==> config.mk <==
export PLATFORM = sky130hd
export DESIGN_NAME = flash_cmd_ctrl
export DESIGN_NICKNAME = d
export VERILOG_FILES = /design/src/rtl/flash_cmd_pkg.sv /design/src/rtl/fcc_timer.sv /design/src/rtl/fcc_array.sv /design/src/rtl/flash_cmd_ctrl.sv
export SDC_FILE = /design/constraint.sdc
export NUM_CORES = 1
export LEC_CHECK = 0
export BUFFER_PORTS_ARGS = -buffer_cell sky130_fd_sc_hd__buf_2
export CAP_MARGIN = 20
export CORE_MARGIN = 4
export CORE_UTILIZATION = 45
export DETAILED_ROUTE_END_ITERATION = 8
export PLACE_DENSITY = 0.72
export SYNTH_ARGS = -nofsm -noshare
export SYNTH_HDL_FRONTEND = slang
export SYNTH_HIERARCHICAL = 1
export SYNTH_SLANG_ARGS = --single-unit
export TNS_END_PERCENT = 100
==> constraint.sdc <==
create_clock -name clk_i -period 6.5 [get_ports clk_i]
set_input_delay 1.3 -clock clk_i [delete_from_list [all_inputs] [get_ports clk_i]]
set_output_delay 1.3 -clock clk_i [all_outputs]
set_load 0.02 [all_outputs]
==> src/rtl/flash_cmd_pkg.sv <==
package flash_cmd_pkg;
  localparam logic [7:0] CMD_READ_ARRAY  = 8'hFF;
  localparam logic [7:0] CMD_READ_STATUS = 8'h70;
  localparam logic [7:0] CMD_CLEAR_STAT  = 8'h50;
  localparam logic [7:0] CMD_PROG_SETUP  = 8'h40;
  localparam logic [7:0] CMD_PROG_ALT    = 8'h10;
  localparam logic [7:0] CMD_ERASE_SETUP = 8'h20;
  localparam logic [7:0] CMD_CONFIRM     = 8'hD0;
  localparam logic [7:0] CMD_SUSPEND     = 8'hB0;

  typedef enum logic [1:0] {
    PEND_NONE,
    PEND_PROG,
    PEND_ERASE
  } pend_e;
endpackage

==> src/rtl/fcc_timer.sv <==
module fcc_timer #(
  parameter int unsigned W = 8
) (
  input  logic         clk_i,
  input  logic         rst_ni,
  input  logic         load_i,
  input  logic [W-1:0] val_i,
  input  logic         en_i,
  output logic         last_o
);
  logic [W-1:0] cnt_q;

  always_ff @(posedge clk_i or negedge rst_ni) begin
    if (!rst_ni)                    cnt_q <= '0;
    else if (load_i)                cnt_q <= val_i;
    else if (en_i && cnt_q != '0)   cnt_q <= cnt_q - 1'b1;
  end

  assign last_o = (cnt_q == '0);
endmodule

==> src/rtl/fcc_array.sv <==
module fcc_array #(
  parameter int unsigned BLOCK_WORDS = 8,
  parameter int unsigned WORDS       = 32,
  parameter int unsigned DW          = 16,
  parameter int unsigned AW          = 5,
  parameter int unsigned BIW         = 2
) (
  input  logic           clk_i,
  input  logic           rst_ni,
  input  logic [AW-1:0]  raddr_i,
  output logic [DW-1:0]  rdata_o,
  input  logic           wr_i,
  input  logic [AW-1:0]  waddr_i,
  input  logic [DW-1:0]  wdata_i,
  input  logic           er_i,
  input  logic [BIW-1:0] er_blk_i
);
  logic [DW-1:0] mem_q [WORDS];

  always_ff @(posedge clk_i or negedge rst_ni) begin
    if (!rst_ni) begin
      for (int i = 0; i < WORDS; i++) mem_q[i] <= '1;
    end else begin
      for (int i = 0; i < WORDS; i++) begin
        if (er_i && (i / BLOCK_WORDS) == int'(er_blk_i))
          mem_q[i] <= '1;
        else if (wr_i && AW'(i) == waddr_i)
          mem_q[i] <= mem_q[i] & wdata_i;   // cells only move 1 -> 0
      end
    end
  end

  assign rdata_o = mem_q[raddr_i];
endmodule

==> src/rtl/flash_cmd_ctrl.sv <==
module flash_cmd_ctrl
  import flash_cmd_pkg::*;
#(
  parameter int unsigned BLOCKS      = 4,
  parameter int unsigned BLOCK_WORDS = 8,
  parameter int unsigned DW          = 16,
  parameter int unsigned PROG_CYC    = 8,
  parameter int unsigned ERASE_CYC   = 64,
  parameter int unsigned SUSP_LAT    = 2,
  parameter int unsigned AW          = $clog2(BLOCKS * BLOCK_WORDS)
) (
  input  logic          clk_i,
  input  logic          rst_ni,
  input  logic          we_i,
  input  logic          re_i,
  input  logic [AW-1:0] addr_i,
  input  logic [DW-1:0] wdata_i,
  input  logic          wp_i,
  input  logic          vpp_ok_i,
  output logic [DW-1:0] rdata_o,
  output logic          ready_o
);
  localparam int unsigned WORDS = BLOCKS * BLOCK_WORDS;
  localparam int unsigned OW    = $clog2(BLOCK_WORDS);
  localparam int unsigned BIW   = AW - OW;
  localparam int unsigned MAXA  = (ERASE_CYC > PROG_CYC) ? ERASE_CYC : PROG_CYC;
  localparam int unsigned MAXC  = (MAXA > SUSP_LAT) ? MAXA : SUSP_LAT;
  localparam int unsigned TW    = $clog2(MAXC + 1);
  localparam logic [TW-1:0] PROG_LD  = TW'(PROG_CYC - 1);
  localparam logic [TW-1:0] ERASE_LD = TW'(ERASE_CYC - 1);
  localparam logic [TW-1:0] SUSP_LD  = TW'(SUSP_LAT - 1);

  function automatic logic [BIW-1:0] blk_of(input logic [AW-1:0] a);
    return a[AW-1:OW];
  endfunction

  pend_e pend_q, pend_d;
  logic rd_array_q, rd_array_d;
  logic prog_busy_q, prog_busy_d;
  logic [AW-1:0] prog_addr_q, prog_addr_d;
  logic [DW-1:0] prog_data_q, prog_data_d;
  logic erase_act_q, erase_act_d;
  logic [BIW-1:0] erase_blk_q, erase_blk_d;
  logic susp_pend_q, susp_pend_d, susp_q, susp_d;
  logic err_erase_q, err_prog_q, err_vpp_q, err_wp_q;
  logic err_erase_d, err_prog_d, err_vpp_d, err_wp_d;
  logic prog_start, erase_start, susp_start;
  logic prog_last, erase_last, susp_last;
  logic prog_done, erase_done, susp_done, erase_run;
  logic [7:0] cmd, status;
  logic [DW-1:0] arr_rdata;
  logic show_array;

  assign cmd        = wdata_i[7:0];
  assign erase_run  = erase_act_q & ~susp_q;
  assign prog_done  = prog_busy_q & prog_last;
  assign erase_done = erase_run & erase_last;
  assign susp_done  = susp_pend_q & susp_last;
  assign ready_o    = ~(prog_busy_q | erase_run);
  assign status     = {ready_o, susp_q, err_erase_q, err_prog_q, err_vpp_q, 1'b0, err_wp_q, 1'b0};

  always_comb begin
    pend_d      = pend_q;      rd_array_d  = rd_array_q;
    prog_busy_d = prog_busy_q; prog_addr_d = prog_addr_q; prog_data_d = prog_data_q;
    erase_act_d = erase_act_q; erase_blk_d = erase_blk_q;
    susp_pend_d = susp_pend_q; susp_d      = susp_q;
    err_erase_d = err_erase_q; err_prog_d  = err_prog_q;
    err_vpp_d   = err_vpp_q;   err_wp_d    = err_wp_q;
    prog_start  = 1'b0; erase_start = 1'b0; susp_start = 1'b0;

    if (prog_done) prog_busy_d = 1'b0;
    if (erase_done) begin
      erase_act_d = 1'b0;
      susp_pend_d = 1'b0;
    end else if (susp_done) begin
      susp_pend_d = 1'b0;
      susp_d      = 1'b1;
    end

    if (we_i && !prog_busy_q) begin
      unique case (pend_q)
        PEND_PROG: begin
          pend_d = PEND_NONE; rd_array_d = 1'b0;
          if (!vpp_ok_i) begin
            err_vpp_d = 1'b1; err_prog_d = 1'b1;
          end else if (wp_i && blk_of(addr_i) == '0) begin
            err_wp_d = 1'b1; err_prog_d = 1'b1;
          end else if (erase_act_q && blk_of(addr_i) == erase_blk_q) begin
            err_prog_d = 1'b1;   // paused block stays untouched
          end else begin
            prog_busy_d = 1'b1; prog_start = 1'b1;
            prog_addr_d = addr_i; prog_data_d = wdata_i;
          end
        end
        PEND_ERASE: begin
          pend_d = PEND_NONE; rd_array_d = 1'b0;
          if (cmd != CMD_CONFIRM) begin
            err_erase_d = 1'b1; err_prog_d = 1'b1;
          end else if (!vpp_ok_i) begin
            err_erase_d = 1'b1; err_vpp_d = 1'b1;
          end else if (wp_i && blk_of(addr_i) == '0) begin
            err_erase_d = 1'b1; err_wp_d = 1'b1;
          end else begin
            erase_act_d = 1'b1; erase_start = 1'b1;
            erase_blk_d = blk_of(addr_i);
          end
        end
        default: begin
          if (erase_run) begin
            if (cmd == CMD_READ_STATUS) rd_array_d = 1'b0;
            else if (cmd == CMD_SUSPEND && !susp_pend_q && !erase_done) begin
              susp_pend_d = 1'b1; susp_start = 1'b1; rd_array_d = 1'b0;
            end
          end else begin
            case (cmd)
              CMD_READ_ARRAY:  rd_array_d = 1'b1;
              CMD_READ_STATUS: rd_array_d = 1'b0;
              CMD_CLEAR_STAT: begin
                err_erase_d = 1'b0; err_prog_d = 1'b0;
                err_vpp_d   = 1'b0; err_wp_d   = 1'b0;
              end
              CMD_PROG_SETUP, CMD_PROG_ALT: begin
                pend_d = PEND_PROG; rd_array_d = 1'b0;
              end
              CMD_ERASE_SETUP: if (!susp_q) begin
                pend_d = PEND_ERASE; rd_array_d = 1'b0;
              end
              CMD_CONFIRM: if (susp_q) begin
                susp_d = 1'b0; rd_array_d = 1'b0;
              end
              default: ;
            endcase
          end
        end
      endcase
    end
  end

  always_ff @(posedge clk_i or negedge rst_ni) begin
    if (!rst_ni) begin
      pend_q <= PEND_NONE; rd_array_q <= 1'b1;
      prog_busy_q <= 1'b0; prog_addr_q <= '0; prog_data_q <= '0;
      erase_act_q <= 1'b0; erase_blk_q <= '0;
      susp_pend_q <= 1'b0; susp_q <= 1'b0;
      err_erase_q <= 1'b0; err_prog_q <= 1'b0; err_vpp_q <= 1'b0; err_wp_q <= 1'b0;
    end else begin
      pend_q <= pend_d; rd_array_q <= rd_array_d;
      prog_busy_q <= prog_busy_d; prog_addr_q <= prog_addr_d; prog_data_q <= prog_data_d;
      erase_act_q <= erase_act_d; erase_blk_q <= erase_blk_d;
      susp_pend_q <= susp_pend_d; susp_q <= susp_d;
      err_erase_q <= err_erase_d; err_prog_q <= err_prog_d;
      err_vpp_q <= err_vpp_d; err_wp_q <= err_wp_d;
    end
  end

  fcc_timer #(.W(TW)) u_prog_tmr (
    .clk_i(clk_i), .rst_ni(rst_ni), .load_i(prog_start), .val_i(PROG_LD),
    .en_i(prog_busy_q), .last_o(prog_last));
  fcc_timer #(.W(TW)) u_erase_tmr (
    .clk_i(clk_i), .rst_ni(rst_ni), .load_i(erase_start), .val_i(ERASE_LD),
    .en_i(erase_run), .last_o(erase_last));
  fcc_timer #(.W(TW)) u_susp_tmr (
    .clk_i(clk_i), .rst_ni(rst_ni), .load_i(susp_start), .val_i(SUSP_LD),
    .en_i(susp_pend_q), .last_o(susp_last));

  fcc_array #(.BLOCK_WORDS(BLOCK_WORDS), .WORDS(WORDS), .DW(DW), .AW(AW), .BIW(BIW)) u_array (
    .clk_i(clk_i), .rst_ni(rst_ni), .raddr_i(addr_i), .rdata_o(arr_rdata),
    .wr_i(prog_done), .waddr_i(prog_addr_q), .wdata_i(prog_data_q),
    .er_i(erase_done), .er_blk_i(erase_blk_q));

  assign show_array = rd_array_q && !prog_busy_q && !erase_run &&
                      !(susp_q && blk_of(addr_i) == erase_blk_q);

  always_ff @(posedge clk_i or negedge rst_ni) begin
    if (!rst_ni)   rdata_o <= '0;
    else if (re_i) rdata_o <= show_array ? arr_rdata : DW'(status);
  end
endmodule

# ---- After elaboration in Yosys (flattened, before gate mapping)
# Cells that the tools add are included.
dict set report totals {
  in_bits 27
  out_inout_bits 17
  regBits 583
  wordCells 409
}
dict set report op_classes {
  n_mux 144
  add_sub_neg 3
  order_cmp 1
  n_eq_ne 57
  n_reduce_logical 111
  n_bitwise 44
}
# cell n
set ops {}
lappend ops {{2-to-1 mux 16 bit} 67}
lappend ops {{bitwise AND 16 bit} 32}
lappend ops {{binary-select mux 16 bit (select 5 bit)} 1}
lappend ops {{equality test 5 bit (first input constant)} 16}
lappend ops {{nonzero test 2 bit} 36}
lappend ops {{2-to-1 mux 1 bit} 61}
lappend ops {{logical AND 1 bit} 48}
lappend ops {{2-to-1 mux 7 bit} 6}
lappend ops {{equality test 4 x 5 -> 1 bit (first input constant)} 8}
lappend ops {{AND reduction 5 bit} 5}
lappend ops {{equality test 8 x 7 -> 1 bit (second input constant)} 3}
lappend ops {{equality test 8 bit (second input constant)} 3}
lappend ops {{logical NOT 7 bit} 3}
lappend ops {{nonzero test 7 bit} 3}
lappend ops {{subtractor 7 x 1 -> 7 bit (second input constant)} 3}
lappend ops {{equality test 3 x 5 -> 1 bit (first input constant)} 4}
lappend ops {{inequality test 4 bit (second input constant)} 4}
lappend ops {{equality test 2 x 5 -> 1 bit (first input constant)} 2}
lappend ops {{equality test 8 x 5 -> 1 bit (second input constant)} 1}
lappend ops {{equality test 8 x 6 -> 1 bit (second input constant)} 1}
lappend ops {{inequality test 8 bit (second input constant)} 1}
lappend ops {{case mux 1 bit (2 select lines)} 4}
lappend ops {{AND reduction 4 bit} 2}
lappend ops {{greater-or-equal comparator 6 bit (second input constant)} 1}
lappend ops {{other kinds (25)} 45}

# ---- Depth between registers and ports, before layout
# Gate-level depths: netlist of the first run.
dict set report logic_depth {
  depth_word 11
  depth_mapped 11
  depth_no_buf 10
}

# ---- By module
# The synthesis of the first run kept the hierarchy.
# mod cells_per_inst n_inst seq_area_each_um2 area_each_um2
set modules_own_cells {}
lappend modules_own_cells {fcc_array 2299 1 13452.9 23317.4}
lappend modules_own_cells {flash_cmd_ctrl 234 1 1252.5 2567.5}
lappend modules_own_cells {fcc_timer 52 3 175.2 461.7}

# ---- Least setup slack after synthesis of the first run
# OpenSTA, ideal clock, no wires.
dict set report synth_timing {
  kind {input to register}
  startpoint {input wp_i}
  endpoint {register u_prog_tmr.cnt_q[0]}
  cell_stages 10
  required_ps 6370
  path_buffers 3
  setup_slack_ps 3511
  arrival_time_ps 2859
  setup_time_ps 130
  cell_sequence {nor3b_1 nand2b_1 or3_1 buf_6 buf_12 inv_1 clkbuf_1 nor2_1 o211ai_1 nand3_1}
}
dict set report synth_between {
  elab_chain_cells 6
  word_cells_on_any_way 7
  classes_between {mux: 5; reduce/logical: 2}
}
# item line_no
set synth_rtl {}
lappend synth_rtl {{from (decl)} flash_cmd_ctrl.sv:18} ;# input logic wp_i,
lappend synth_rtl {{logical AND 1 bit (*)} flash_cmd_ctrl.sv:86} ;# end else if (wp_i && blk_of(addr_i) == '0) begin
lappend synth_rtl {{2-to-1 mux 1 bit (*)} flash_cmd_ctrl.sv:86}
lappend synth_rtl {{2-to-1 mux 1 bit (*)} flash_cmd_ctrl.sv:84} ;# if (!vpp_ok_i) begin
lappend synth_rtl {{2-to-1 mux 1 bit (*)} flash_cmd_ctrl.sv:81} ;# unique case (pend_q)
lappend synth_rtl {{2-to-1 mux 1 bit (*)} flash_cmd_ctrl.sv:80} ;# if (we_i && !prog_busy_q) begin
lappend synth_rtl {{net prog_start} flash_cmd_ctrl.sv:47} ;# logic prog_start, erase_start, susp_start;
lappend synth_rtl {{2-to-1 mux 7 bit or nonzero test 2 bit (tied branches)} -}
lappend synth_rtl {{to (signal assigned)} fcc_timer.sv:15} ;# else if (load_i) cnt_q <= val_i;
lappend synth_rtl {{to (signal assigned)} fcc_timer.sv:16} ;# else if (en_i && cnt_q != '0) cnt_q <= cnt_q - 1'b1;
lappend synth_rtl {{to (decl)} fcc_timer.sv:11} ;# logic [W-1:0] cnt_q;
# The timed path passes the listed nets; every way through them passes the cells marked *.
# A chain may end at the register's enable or synchronous reset.

# ---- Worst setup path in the final report of the first run
dict set report layout_timing {
  startpoint {register u_prog_tmr.cnt_q[1]}
  endpoint {register u_array/mem_q[330] (netlist bit)}
}
dict set report layout_between {
  elab_chain_cells 4
}
# item line_no
set layout_rtl {}
lappend layout_rtl {{logical NOT 7 bit} fcc_timer.sv:19} ;# assign last_o = (cnt_q == '0);
lappend layout_rtl {{net prog_last} flash_cmd_ctrl.sv:48} ;# logic prog_last, erase_last, susp_last;
lappend layout_rtl {{bitwise AND 1 bit} flash_cmd_ctrl.sv:56} ;# assign prog_done = prog_busy_q & prog_last;
lappend layout_rtl {{net prog_done} flash_cmd_ctrl.sv:49} ;# logic prog_done, erase_done, susp_done, erase_run;
lappend layout_rtl {{logical AND 1 bit} fcc_array.sv:27} ;# else if (wr_i && AW'(i) == waddr_i)
lappend layout_rtl {{nonzero test 2 bit (no line)} -}
lappend layout_rtl {{to (signal, indexed assignment)} fcc_array.sv:28} ;# mem_q[i] <= mem_q[i] & wdata_i;
lappend layout_rtl {{to (decl)} fcc_array.sv:18} ;# logic [DW-1:0] mem_q [WORDS];
# The timed path passes the listed nets, and every way through them passes these cells.

==> run_results.csv, run 1 <==
group,metric,value,unit
synth,synthCells,2689,
synth,avgSynthCellArea,10.1,um^2
place,place_ws,2.53,ns
sta,fmax,0.275,GHz
sta,fin_crit_sh,0.559,
place,place_congestion,0.931,
floorplanning,io_pins,44,
floorplanning,die_h,254,um
critical_path,r2r_slack,2.86,ns
min_path,hold_start,"u_array/mem_q[167]$_DFFE_PN1P_",
min_path,holdPathEnd,"u_array/mem_q[167]$_DFFE_PN1P_",
global_route,grt_max_degree,163,
global_route,gr-usage-all-layers,0.230,
layout,final_common_cell,"nand2_1",
layout,num-nets-final,2655,
critical_path,crit_path_start,"u_prog_tmr/cnt_q[1]$_DFFE_PN0P_",
clock_network,insertion_delay,0.62,ns
sta,post-route-min-period,3.64,ns
routing,via_count,20900,
layout,seq_area,0.0152,mm^2
clock_network,post_cts_buffers,0,
synth,synth_area,0.0273,mm^2
floorplanning,row_count,89,
layout,diodes,0,
critical_path,r2r-end,"u_array/mem_q[330]$_DFFE_PN1P_",
clock_network,cts_num_sinks,583,
clock_network,cts_made_buffers,56,
synth,synth_top_area_frac,0.494,
sta,rsz0062_at_grt,"false",
sta,slew_headroom,0.271,
critical_path,start_kind,"register",
critical_path,cp_max_fo,16,
clock_network,cts_buffer_depth,3,
sta,slew_viol_final,0,
critical_path,r2r_start,"u_prog_tmr/cnt_q[1]$_DFFE_PN0P_",
critical_path,cp.required,7.03,ns
sta,hold_ws,0.478,ns
routing,drc,0,
clock_network,clkTransAtPathRegs,0.06,ns
synth,ys_ff_latch,583,
clock_network,cts_root_buffer,"clkbuf_16",
global_route,grt-ovfl-total,0,
clock_network,cts_tree,"done",
routing,dr.pass1.iters,6,
sta,hold_viol_final,0,
min_path,hp-class,"register to register",
synth,async_flop_share,1.00,
clock_network,ctsHoldBuffers,0,
routing,wirelength,75.4,mm
place,io_buffers,43,
layout,final_cell_mix,"596 x nand2_1, 516 x o21ai_0, 513 x dfstp_2",
critical_path,worst_setup_path_end_kind,"register",
critical_path,rr_worst_depth,10,
routing,wl_per_cell,21.9,um
routing,postRouteAntennaNets,0,
sta,fin_tns_setup,0,ns
place,dp_hpwl,44.9,mm
critical_path,path_buf_inv,1,
synth,ys_seq_area_frac,0.559,
power,leakage,14.6,nW
power,peakVddDrop,0.000193,V
job,cap_violations,0,
routing,drt-vias-per-instance,6.08,
sta,setup_viol,0,
critical_path,crit_family,"simple AND/OR/NAND/NOR gates",
clock_network,cts_resized,0,
synth,synth_edf_count,0,
critical_path,arrival,4.16,ns
layout,fillers,5251,
critical_path,cp_slowest_cell,"nand3_1",
synth,synth_flop_cell,"dfstp_2",
floorplanning,fp.dieArea,0.0646,mm^2
floorplanning,start_util,0.459,
layout,drive_gt1_frac,0.277,
synth,yosysWarnings,6,
sta,fin_ws,2.86,ns
routing,drt_iter0_drc,2250,
global_route,antenna_found_initial,3,
power,powerDensity,247,mW/mm^2
critical_path,crit_cells,10,
synth,synthTopCellsByArea,"dfstp_2 49%, o21ai_0 9.5%, mux2i_1 9.4%",
synth,yosys.area.top_type,"dfstp_2",
layout,multi_input_area,0.0110,mm^2
outcome,outcome,"finished clean",
layout,area_growth,9.86,%
floorplanning,die_x,254,um
min_path,hold_depth,2,
clock_network,cts.htree.levels,2,
sta,clock_skew,0.0303,ns
synth,synth_cell_types,76,
critical_path,max_stage_delay,0.64,ns
global_route,grt_pass1_wl,118,mm
global_route,grt_pass1_vias,20700,
critical_path,cp_cell_sequence,"inv_1, ha_1, or3b_2, nor2_1, and2_1, nand2b_4, nor3b_2, nand3_1, o21ai_0, nand2_1",
floorplanning,coreArea,0.0595,mm^2
critical_path,criticalPathCategory,"register to register",
sta,tightest_slew,1.09,ns
worst reg2reg max path, stage by stage (launching register included):
cell and delay (ns):
dfrtp_1 0.41, inv_1 0.11, ha_1 0.29, or3b_2 0.51, nor2_1 0.15, and2_1 0.38, nand2b_4 0.13, nor3b_2 0.31
nand3_1 0.64, o21ai_0 0.51, nand2_1 0.11
layer usage:
| metal | wire length, um | global-route usage | share of wire |
|---|---|---|---|
| met5 | 34 | 0 | 0.00045 |
| met4 | 2710 | 0.0820 | 0.036 |
| met3 | 7110 | 0.0591 | 0.094 |
| met2 | 33900 | 0.356 | 0.45 |
| met1 | 31600 | 0.317 | 0.42 |
cell type report:
cell class / instances / area share
well taps: 773 / 0.0323
multi-input cells: 1873 / 0.366
repair buffers: 79 / 0.0248
flip-flops and latches: 583 / 0.508
clock buffers: 87 / 0.0578
inverters: 30 / 0.00376
clock inverters: 18 / 0.00731
logic make-up after synthesis:
kind of cell,count (synthesis),share of synthesized area
and+or+nand+nor,805,0.129
AOI/OAI and AO/OA,759,0.159
DFF,583,0.559
muxes,279,0.106
buffers and inverters,252,0.0437
adders and majority gates,5,0.00229
xor gates and xnor gates,4,0.00179
other,2,0.000275
cells in the mapped netlist (all sizes together) (5+ instances only):
cell type  count
inv           29
nand4         22
a22oi         67
ha             5
nor3          28
dfrtp         70
mux2i        256
buf           67
or2            6
mux2          23
a22o          33
nand3         50
o31ai          8
o211ai         5
o21ai        525
nor2          28
nand2b        12
dfstp        513
o22ai         11
nor2b         21
a311o          6
nor4          10
a31oi         22
nand2        596
clkbuf       155
a21oi         49
power by group:
group	leakage, nW	switching (W)	internal (W)
registers	6.16	0.00000403	0.00365
logic	7.48	0.000237	0.0000992
clock network	0.968	0.00142	0.00199
sequential cells by signal, summed over array words and instances (netlist names), 2 cells and up:
name / flops
u_susp_tmr/cnt_q: 7
erase_blk_q: 2
prog_data_q: 16
rdata_o: 16
u_erase_tmr/cnt_q: 7
pend_q: 2
u_array/mem_q: 512
prog_addr_q: 5
u_prog_tmr/cnt_q: 7
how the worst max path moves through the flow:
stage / endpoint / slack (ns)
3_3_place_gp: rdata_o[4]$_DFFE_PN0P_ / 2.53
4_1_cts: ready_o / 2.89
2_1_floorplan: u_prog_tmr/cnt_q[0]$_DFFE_PN0P_ / 3.51
3_5_place_dp: rdata_o[4]$_DFFE_PN0P_ / 2.53
5_1_grt: u_array/mem_q[330]$_DFFE_PN1P_ / 2.73
6_report: u_array/mem_q[330]$_DFFE_PN1P_ / 2.86
per-stage QoR:
stage	instance area (um^2)	total power (W)	std cells	util
after floorplan	27300	0.00389	2708	-
after global placement	27800	0.00404	3328	0.467
after detailed placement	27800	0.00404	3330	0.468
after CTS	29800	0.00747	3435	0.501
after global routing	30000	0.00764	3443	0.504
final	30000	0.00741	3443	0.504
No activity file was read; power rests on OpenSTA's default activity.
==> run 2: changes to the inputs <==
==> constraint.sdc (replaced) <==
create_clock -name clk_i -period 3.55 [get_ports clk_i]
set_input_delay 0.71 -clock clk_i [delete_from_list [all_inputs] [get_ports clk_i]]
set_output_delay 0.71 -clock clk_i [all_outputs]
set_load 0.02 [all_outputs]
==> run_results.csv, run 2 (synthesis gave the netlist of run 1 again) <==
group,metric,value,unit
outcome,outcome,"finished clean",
job,cap_violations,0,
sta,post-route-min-period,3.30,ns
sta,fin_tns_setup,0,ns
critical_path,max_stage_delay,0.51,ns
critical_path,arrival,3.81,ns
routing,drt-vias-per-instance,6.00,
floorplanning,coreArea,0.0595,mm^2
power,powerDensity,450,mW/mm^2
layout,regMostFlops,"u_array/mem_q",
place,io_buffers,43,
global_route,gr-usage-all-layers,0.226,
floorplanning,die_h,254,um
layout,final_common_cell,"nand2_1",
routing,wirelength,73.6,mm
floorplanning,io_pins,44,
floorplanning,die_x,254,um
critical_path,start_kind,"register",
routing,wl_per_cell,21.2,um
global_route,antenna_found_initial,1,
critical_path,worst_setup_path_end_kind,"register",
clock_network,cts_num_sinks,583,
critical_path,rr_worst_depth,10,
place,dp_hpwl,45.0,mm
clock_network,insertion_delay,0.63,ns
sta,fmax,0.303,GHz
clock_network,cts_root_buffer,"clkbuf_16",
global_route,grt-ovfl-total,0,
clock_network,clkTransAtPathRegs,0.06,ns
sta,hold_ws,0.127,ns
critical_path,cp_cell_sequence,"inv_1, ha_1, or3b_2, nor2_1, and2_1, nand2_1, nor2_1, nand2_1, o21ai_0, nand2_1",
floorplanning,row_count,89,
global_route,grt_pass1_vias,20800,
sta,clock_skew,0.0261,ns
routing,drc,0,
layout,final_cell_mix,"596 x nand2_1, 516 x o21ai_0, 513 x dfstp_2",
floorplanning,fp.dieArea,0.0646,mm^2
power,peakVddDrop,0.000342,V
layout,area_growth,10.7,%
power,p_total,0.0136,W
place,place_congestion,0.918,
sta,rsz0062_at_grt,"false",
sta,slew_viol_final,0,
layout,num-nets-final,2680,
layout,largestRegisters,"u_array/mem_q (512), prog_data_q (16), rdata_o (16)",
layout,diodes,0,
sta,slew_headroom,0.265,
critical_path,cp.required,4.06,ns
sta,fin_crit_sh,0.929,
layout,fin_util,0.508,
layout,design_area,0.0302,mm^2
sta,hold_viol_final,0,
layout,drive_gt1_frac,0.284,
routing,drt_iter0_drc,2083,
global_route,grt_pass1_wl,117,mm
clock_network,cts_buffer_depth,3,
routing,postRouteAntennaNets,0,
critical_path,criticalPathCategory,"register to register",
global_route,grt_max_degree,129,
routing,dr.pass1.iters,6,
floorplanning,start_util,0.459,
min_path,hp-class,"input port to async pin",
clock_network,cts_tree,"done",
critical_path,cp_slowest_cell,"nand2_1",
clock_network,cts_made_buffers,58,
sta,setup_viol,0,
place,place_area,0.0281,mm^2
critical_path,cp_max_fo,16,
layout,largest_reg_flops,512,
clock_network,cts.htree.levels,2,
power,leakage,14.7,nW
clock_network,post_cts_buffers,0,
critical_path,crit_top_cell,"nand2_1",
sta,tightest_slew,1.10,ns
routing,via_count,20800,
run 2: path summary, 6_finish.rpt:
| kind | from | endpoint | slack, ns |
|---|---|---|---|
| max | u_prog_tmr/cnt_q[1]$_DFFE_PN0P_ | u_array/mem_q[72]$_DFFE_PN1P_ | 0.25 |
| min | rst_ni | u_erase_tmr/cnt_q[2]$_DFFE_PN0P_ | 0.13 |
| max reg2reg | u_prog_tmr/cnt_q[1]$_DFFE_PN0P_ | u_array/mem_q[72]$_DFFE_PN1P_ | 0.25 |
| min reg2reg | u_array/mem_q[340]$_DFFE_PN1P_ | u_array/mem_q[340]$_DFFE_PN1P_ | 0.48 |
| max in group asynchronous | rst_ni | u_array/mem_q[153]$_DFFE_PN1P_ | 2.46 |
| min in group clk_i | wdata_i[10] | prog_data_q[10]$_DFFE_PN0P_ | 0.31 |
run 2: area by class of cell:
type,count,area (um^2)
repair buffers,102,968
flip-flops and latches,583,15200
well taps,773,967
multi-input cells,1873,11000
clock buffers,84,1690
fillers,5262,29300
clock inverters,26,256
inverters,30,113
run 2: metal layers:
| layer | vias up | global-route usage | part of all wire |
|---|---|---|---|
| li1 | 9274 | - | - |
| met1 | 10500 | 0.307 | 0.42 |
| met2 | 899 | 0.355 | 0.46 |
| met3 | 176 | 0.0512 | 0.083 |
| met4 | 4 | 0.0856 | 0.038 |
| met5 | - | 0.0125 | 0.0017 |
run 2: stage by stage:
| stage | setup slack, ns | cells |
|---|---|---|
| 6_report | 0.252 | 3471 |
| 5_1_grt | 0.0327 | 3471 |
| 3_3_place_gp | 0.460 | 3354 |
| 3_5_place_dp | 0.270 | 3357 |
| 2_1_floorplan | 0.931 | 2708 |
| 4_1_cts | 0.260 | 3467 |
run 2: where the power goes:
group / switching [W] / leakage (nW) / internal, W
combinational: 0.000458 / 7.61 / 0.000198
clock: 0.00264 / 0.959 / 0.00360
sequential: 0.00000359 / 6.16 / 0.00668
total: 0.00310 / 14.7 / 0.0105
run 2: repair_timing:
item                       4_1_cts  5_1_grt
gates resized for setup          0        2
hold endpoints to repair         0        0
setup endpoints to repair        0        6
hold buffers                     0        0
run 2: critical path, delay by kind of cell (launching register included):
kind	cells	cell delay (ns)
AOI/OAI and AO/OA	1	0.42
adders and majority gates	1	0.27
buffers and inverters	1	0.11
and+or+nand+nor	7	1.97
DFF	1	0.41
